File: src/rtl/mii_txb_pkg.sv
package mii_txb_pkg;
  typedef logic [1:0] dibit_t;
  typedef logic [3:0] nibble_t;

  typedef struct packed {
    logic    er;
    logic    en;
    nibble_t nib;
  } tx_word_t;

  // RMII has no error line: an errored nibble is replaced by this dibit
  localparam dibit_t ERR_DIBIT = 2'b01;

  function automatic int unsigned dibit_cycles(input bit fast, input int unsigned slow_rep);
    return fast ? 1 : slow_rep;
  endfunction
endpackage

File: src/rtl/mii_txb_clkgen.sv
module mii_txb_clkgen #(
  parameter int unsigned DIV = 1
) (
  input  logic clk_i,
  input  logic rst_ni,
  output logic tx_clk_o,
  output logic sample_o,
  output logic load_lo_o,
  output logic load_hi_o
);
  localparam int unsigned PER = 2 * DIV;
  localparam int unsigned CW  = $clog2(PER);

  logic [CW-1:0] pos_q, pos_d;
  logic          clk_q;

  assign pos_d = (pos_q == CW'(PER - 1)) ? '0 : pos_q + 1'b1;

  always_ff @(posedge clk_i or negedge rst_ni) begin
    if (!rst_ni) begin
      pos_q <= '0;
      clk_q <= 1'b1;
    end else begin
      pos_q <= pos_d;
      clk_q <= (pos_d < CW'(DIV));
    end
  end

  assign tx_clk_o  = clk_q;
  assign sample_o  = (pos_q == CW'(PER - 2)); // one cycle before rising edge
  assign load_lo_o = (pos_q == CW'(PER - 1)); // edge that raises tx clock
  assign load_hi_o = (pos_q == CW'(DIV - 1)); // edge that lowers tx clock
endmodule

File: src/rtl/mii_txb_sampler.sv
module mii_txb_sampler
  import mii_txb_pkg::*;
(
  input  logic     clk_i,
  input  logic     rst_ni,
  input  logic     sample_i,
  input  tx_word_t mac_word_i,
  output tx_word_t hold_o
);
  tx_word_t hold_q;

  always_ff @(posedge clk_i or negedge rst_ni) begin
    if (!rst_ni)       hold_q <= '0;
    else if (sample_i) hold_q <= mac_word_i;
  end

  assign hold_o = hold_q;
endmodule

File: src/rtl/mii_txb_serializer.sv
module mii_txb_serializer
  import mii_txb_pkg::*;
(
  input  logic     clk_i,
  input  logic     rst_ni,
  input  logic     tx_clk_i,
  input  logic     load_lo_i,
  input  logic     load_hi_i,
  input  tx_word_t hold_i,
  output dibit_t   txd_o,
  output logic     tx_en_o
);
  dibit_t txd_q;
  logic   en_q;

  function automatic dibit_t pick(input tx_word_t w, input logic upper);
    if (!w.en)     return 2'b00;
    else if (w.er) return ERR_DIBIT;
    else           return upper ? w.nib[3:2] : w.nib[1:0];
  endfunction

  always_ff @(posedge clk_i or negedge rst_ni) begin
    if (!rst_ni) begin
      txd_q <= '0;
      en_q  <= 1'b0;
    end else if (load_lo_i) begin
      txd_q <= pick(hold_i, 1'b0);
      en_q  <= hold_i.en;
    end else if (load_hi_i) begin
      txd_q <= pick(hold_i, 1'b1);
    end
  end

  assign txd_o   = txd_q;
  assign tx_en_o = en_q;

  AST_EN_ON_RISE: assert property (@(posedge clk_i) disable iff (!rst_ni)
    $changed(en_q) |-> $rose(tx_clk_i)) else $error("enable moved off boundary");
  AST_TXD_ON_EDGE: assert property (@(posedge clk_i) disable iff (!rst_ni)
    $changed(txd_q) |-> $changed(tx_clk_i)) else $error("dibit moved off edge");
  AST_IDLE_ZERO: assert property (@(posedge clk_i) disable iff (!rst_ni)
    !en_q |-> (txd_q == 2'b00)) else $error("data while idle");
endmodule

File: src/rtl/mii_txb_sense.sv
module mii_txb_sense (
  input  logic clk_i,
  input  logic rst_ni,
  input  logic phy_crs_i,
  input  logic mac_tx_en_i,
  output logic mac_crs_o,
  output logic mac_col_o
);
  assign mac_crs_o = phy_crs_i | mac_tx_en_i;
  assign mac_col_o = phy_crs_i & mac_tx_en_i;

  AST_COL_IMPLIES_CRS: assert property (@(posedge clk_i) disable iff (!rst_ni)
    mac_col_o |-> mac_crs_o) else $error("collision without carrier");
endmodule

File: src/rtl/mii_tx_bridge.sv
module mii_tx_bridge
  import mii_txb_pkg::*;
#(
  parameter bit          SPEED_100   = 1'b1,
  parameter int unsigned SLOW_REPEAT = 10
) (
  input  logic       clk_i,
  input  logic       rst_ni,
  input  logic       mac_tx_en_i,
  input  logic [3:0] mac_txd_i,
  input  logic       mac_tx_er_i,
  input  logic       phy_crs_i,
  output logic       mac_tx_clk_o,
  output logic       mac_crs_o,
  output logic       mac_col_o,
  output logic [1:0] phy_txd_o,
  output logic       phy_tx_en_o
);
  localparam int unsigned DIV = dibit_cycles(SPEED_100, SLOW_REPEAT);
  localparam int unsigned KW  = $clog2(DIV + 1);

  logic     tx_clk_w, sample_w, load_lo_w, load_hi_w;
  tx_word_t hold_w;
  tx_word_t mac_word_w;

  assign mac_word_w = '{er: mac_tx_er_i, en: mac_tx_en_i, nib: mac_txd_i};

  mii_txb_clkgen #(.DIV(DIV)) u_clkgen (
    .clk_i, .rst_ni,
    .tx_clk_o (tx_clk_w),
    .sample_o (sample_w),
    .load_lo_o(load_lo_w),
    .load_hi_o(load_hi_w)
  );

  mii_txb_sampler u_sampler (
    .clk_i, .rst_ni,
    .sample_i  (sample_w),
    .mac_word_i(mac_word_w),
    .hold_o    (hold_w)
  );

  mii_txb_serializer u_ser (
    .clk_i, .rst_ni,
    .tx_clk_i (tx_clk_w),
    .load_lo_i(load_lo_w),
    .load_hi_i(load_hi_w),
    .hold_i   (hold_w),
    .txd_o    (phy_txd_o),
    .tx_en_o  (phy_tx_en_o)
  );

  mii_txb_sense u_sense (
    .clk_i, .rst_ni,
    .phy_crs_i,
    .mac_tx_en_i,
    .mac_crs_o,
    .mac_col_o
  );

  assign mac_tx_clk_o = tx_clk_w;

  // independent half-period counter used only to check the clock divider
  logic [KW-1:0] half_q;
  always_ff @(posedge clk_i or negedge rst_ni) begin
    if (!rst_ni)                        half_q <= '0;
    else if (half_q == KW'(DIV - 1))    half_q <= '0;
    else                                half_q <= half_q + 1'b1;
  end

  AST_CLK_TOGGLE: assert property (@(posedge clk_i) disable iff (!rst_ni)
    (half_q == KW'(DIV - 1)) |=> $changed(mac_tx_clk_o)) else $error("tx clock late");
  AST_CLK_HOLD: assert property (@(posedge clk_i) disable iff (!rst_ni)
    (half_q != KW'(DIV - 1)) |=> $stable(mac_tx_clk_o)) else $error("tx clock early");
endmodule

File: config.mk
export PLATFORM = sky130hd
export DESIGN_NAME = mii_tx_bridge
export DESIGN_NICKNAME = d
export VERILOG_FILES = /design/src/rtl/mii_txb_pkg.sv /design/src/rtl/mii_txb_clkgen.sv /design/src/rtl/mii_txb_sampler.sv /design/src/rtl/mii_txb_serializer.sv /design/src/rtl/mii_txb_sense.sv /design/src/rtl/mii_tx_bridge.sv
export SDC_FILE = /design/constraint.sdc
export NUM_CORES = 1
export LEC_CHECK = 0
export BUFFER_PORTS_ARGS = -buffer_cell sky130_fd_sc_hd__clkbuf_2
export CORE_AREA = 2 2 39 41
export CTS_BUF_LIST = sky130_fd_sc_hd__clkbuf_16
export DETAILED_ROUTE_END_ITERATION = 8
export DIE_AREA = 0 0 41 43
export GPL_TIMING_DRIVEN = 0
export PLACE_DENSITY_LB_ADDON = 0.3
export SYNTH_ARGS = -nofsm -noshare
export SYNTH_HDL_FRONTEND = slang
export SYNTH_SLANG_ARGS = --single-unit
export TNS_END_PERCENT = 100
File: constraint.sdc
create_clock -name clk_i -period 1.2 [get_ports clk_i]
set_clock_uncertainty 0.05 [all_clocks]
set_input_delay 0.24 -clock clk_i [delete_from_list [all_inputs] [get_ports clk_i]]
set_output_delay 0.24 -clock clk_i [all_outputs]
set_load 0.01 [all_outputs]
==> results.cfg <==
[status]
status = finished clean

[sta]
max_clock_freq_mhz = 873
setup_viol = 0
rsz0062_at_grt = false
min_period_ns = 1.14
timing.hold.ws_ns = 0.184
finalHoldViolations = 0
worstMarginPinSlew_ns = 0.268
finalCritPeriodShare_pct = 95.4
tns_ns = 0
relSlewSlack_pct = 82.1
slew_violations = 0

[synthesis]
synth_fp_nets = 38
synth_cell_type_count = 13
synthCells = 29
syn_area_sq_um = 423
ys_ff_latch = 11
yosysSeqAreaShare_pct = 65.4
synth.avg_cell_area_sq_um = 14.6
synthesis.yosys.warnings = 0

[route]
drtAntennaViolNets = 0
drc = 0
drt-vias-per-instance = 4.11
drt_wl_total_um = 629
vias = 263
wl_per_cell_um = 9.83
dr.pass1.iters = 1
drtIter0Drc = 0

[pwr]
p_comb_share_pct = 5.2
net-switching-power_w = 0.000184
p_leak_nw = 0.313
seq_power_share_pct = 38.1
powerDensity_nw_per_um2 = 1730
swShare_pct = 17.7
p_int_w = 0.000855
clockPowerShare_pct = 56.7
vdd_drop_max_v = 0.000679

[finish]
layout-drive-gt1-share_pct = 54.2
antenna_cells = 0
num-fill-cells = 138
nNetsFinal = 58
syn2layout_area_growth_pct = 42.3
multi_input_area_sq_um = 124
final_cells = 64
final-seq-area_sq_um = 277

[floorplanning]
die_x_um = 41
io_pins = 15
core.rowCount = 14
die_area_sq_um = 1760
coreArea_sq_um = 1380
die_h_um = 43
start_util_pct = 30.6

[clocking]
cts_tree = done
numClockSinks = 11
cts_buffers = 3
path_clk_slew_ns = 0.04
cts_setup_buffers = 0
htreeDepth = 1
cts-root-buf = clkbuf_16
insertion_delay_ns = 0.23
cts_resized = 0
cts_buffer_depth = 2

[worst_setup_path]
worst_path_largest_cell_delay_ns = 0.50
path_buf_inv = 1
slowest_stage = dfstp_2
end_kind = output pin
cp_top_family = flip-flops
worst-setup-path-type = flip-flop to output pin
cp.arrival_ns = 0.85
cp-start-kind = flip-flop
required_ns = 0.91
critPathMaxFanout = 1
path_cells = clkbuf_2

[worst_hold_path]
hold_path_class = primary input to flip-flop

[grt]
grt_start_max_net_pins = 12
grt_pass1_wl_um = 1020
grt_pass1_vias = 251
antenna_found_initial = 0
overflow = 0
track_usage_pct = 9.65

[placement]
placedCellCount = 59
io_buffers = 14
place.gp.congestion = 0.580
dp_hpwl_um = 471

[job]
drv_cap = 0
==> synthesized netlist by cell type <==
master	n	area share (%)
buf_6	1	2.7
dfrtp_1	10	59
mux2_2	5	13
or2_2	1	1.5
nand2_1	1	0.89
o21a_1	1	1.8
nor3b_2	1	3.0
o21ai_0	2	2.4
inv_1	3	2.7
mux2i_1	1	2.4
mux2_1	1	2.7
and2_1	1	1.5
dfstp_2	1	6.2
==> layout make-up <==
cell class / count / share of cell area (%)
clock inverter: 1 / 0.624
clock buffer: 3 / 12.5
buffer: 1 / 1.87
inverter: 3 / 1.87
tap: 16 / 3.33
multi-input combinational: 14 / 20.6
timing repair buffer: 15 / 13.3
sequential: 11 / 45.9
==> repair_timing <==
action	4_1_cts	5_1_grt
setup endpoints to repair	0	0
hold endpoints to repair	10	0
hold buffers	1	0
==> worst register-to-register path, stage by stage (launching register included) <==
cell	delay, ns
dfrtp_1	0.40
mux2_1	0.32
o21a_1	0.17
==> layer usage <==
layer,global-route usage (%),share of wire [%],up-vias
met2,11.3,45,9
met4,10.0,0,0
met5,0,0,-
met1,11.7,47,120
li1,-,-,134
met3,4.71,7.8,0
==> state kept, by name (all words and copies together), names as in the netlist <==
signal	cells
u_sampler.hold_o	6
u_ser.tx_en_o	1
u_ser.txd_o	2
u_clkgen.tx_clk_o	1
u_clkgen.load_lo_o	1
==> cells by family (layout without fill, tap and decap cells) <==
| group | after synthesis | after routing | share of synthesized area (%) |
|---|---|---|---|
| AO/OA/AOI/OAI | 3 | 3 | 4.14 |
| buffers and inverters | 4 | 23 | 5.33 |
| multiplexers | 7 | 7 | 18.3 |
| AND/OR/NAND/NOR | 4 | 4 | 6.81 |
| flip-flops | 11 | 11 | 65.4 |
==> path summary, 6_finish.rpt <==
kind / start / endpoint / depth (start not counted) / slack, ns
min in group asynchronous: rst_ni / u_ser.txd_o[0]$_DFF_PN0_ / 2 / 0.36
setup reg to reg: u_clkgen.load_lo_o$_DFF_PN0_ / u_ser.txd_o[0]$_DFF_PN0_ / 2 / 0.16
setup / recovery: u_clkgen.tx_clk_o$_DFF_PN1_ / mac_tx_clk_o / 1 / 0.06
hold / removal: mac_txd_i[3] / u_sampler.hold_o[3]$_DFFE_PN0N_ / 2 / 0.18
max in group asynchronous: rst_ni / u_clkgen.tx_clk_o$_DFF_PN1_ / 2 / 0.47
hold reg to reg: u_clkgen.load_lo_o$_DFF_PN0_ / u_clkgen.tx_clk_o$_DFF_PN1_ / 0 / 0.37
==> power groups by stage <==
| stage | Sequential [W] | Combinational [W] | Clock (W) |
|---|---|---|---|
| floorplan | 0.000402 | 0.0000209 | 0 |
| global placement | 0.000400 | 0.0000528 | 0 |
| detailed placement | 0.000401 | 0.0000539 | 0 |
| CTS | 0.000396 | 0.0000565 | 0.000603 |
| global route | 0.000397 | 0.0000627 | 0.000622 |
| finish | 0.000395 | 0.0000544 | 0.000589 |
==> placed cells by master (no fill, tap or decap) <==
| cell type | count |
|---|---|
| clkbuf_2 | 14 |
| dfrtp_1 | 10 |
| mux2_2 | 5 |
| inv_1 | 4 |
| clkbuf_16 | 3 |
| o21ai_0 | 2 |
| mux2_1 | 1 |
| o21a_1 | 1 |
| or2_2 | 1 |
| and2_1 | 1 |
| buf_6 | 1 |
| mux2i_1 | 1 |
| nor3b_2 | 1 |
| nand2_1 | 1 |
| dlygate4sd3_1 | 1 |
| dfstp_2 | 1 |
==> stage by stage <==
step | utilization (%) | area, sq um | total power (W) | setup slack [ns]
after floorplan | - | 423 | 0.000423 | 0.188
after global placement | 37.1 | 513 | 0.000453 | 0.158
after detailed placement | 37.1 | 513 | 0.000455 | 0.155
after CTS | 43.5 | 602 | 0.00106 | 0.0487
after global routing | 43.5 | 602 | 0.00108 | 0.0256
final | 43.5 | 602 | 0.00104 | 0.0552
(Power assumes the default switching activity.)
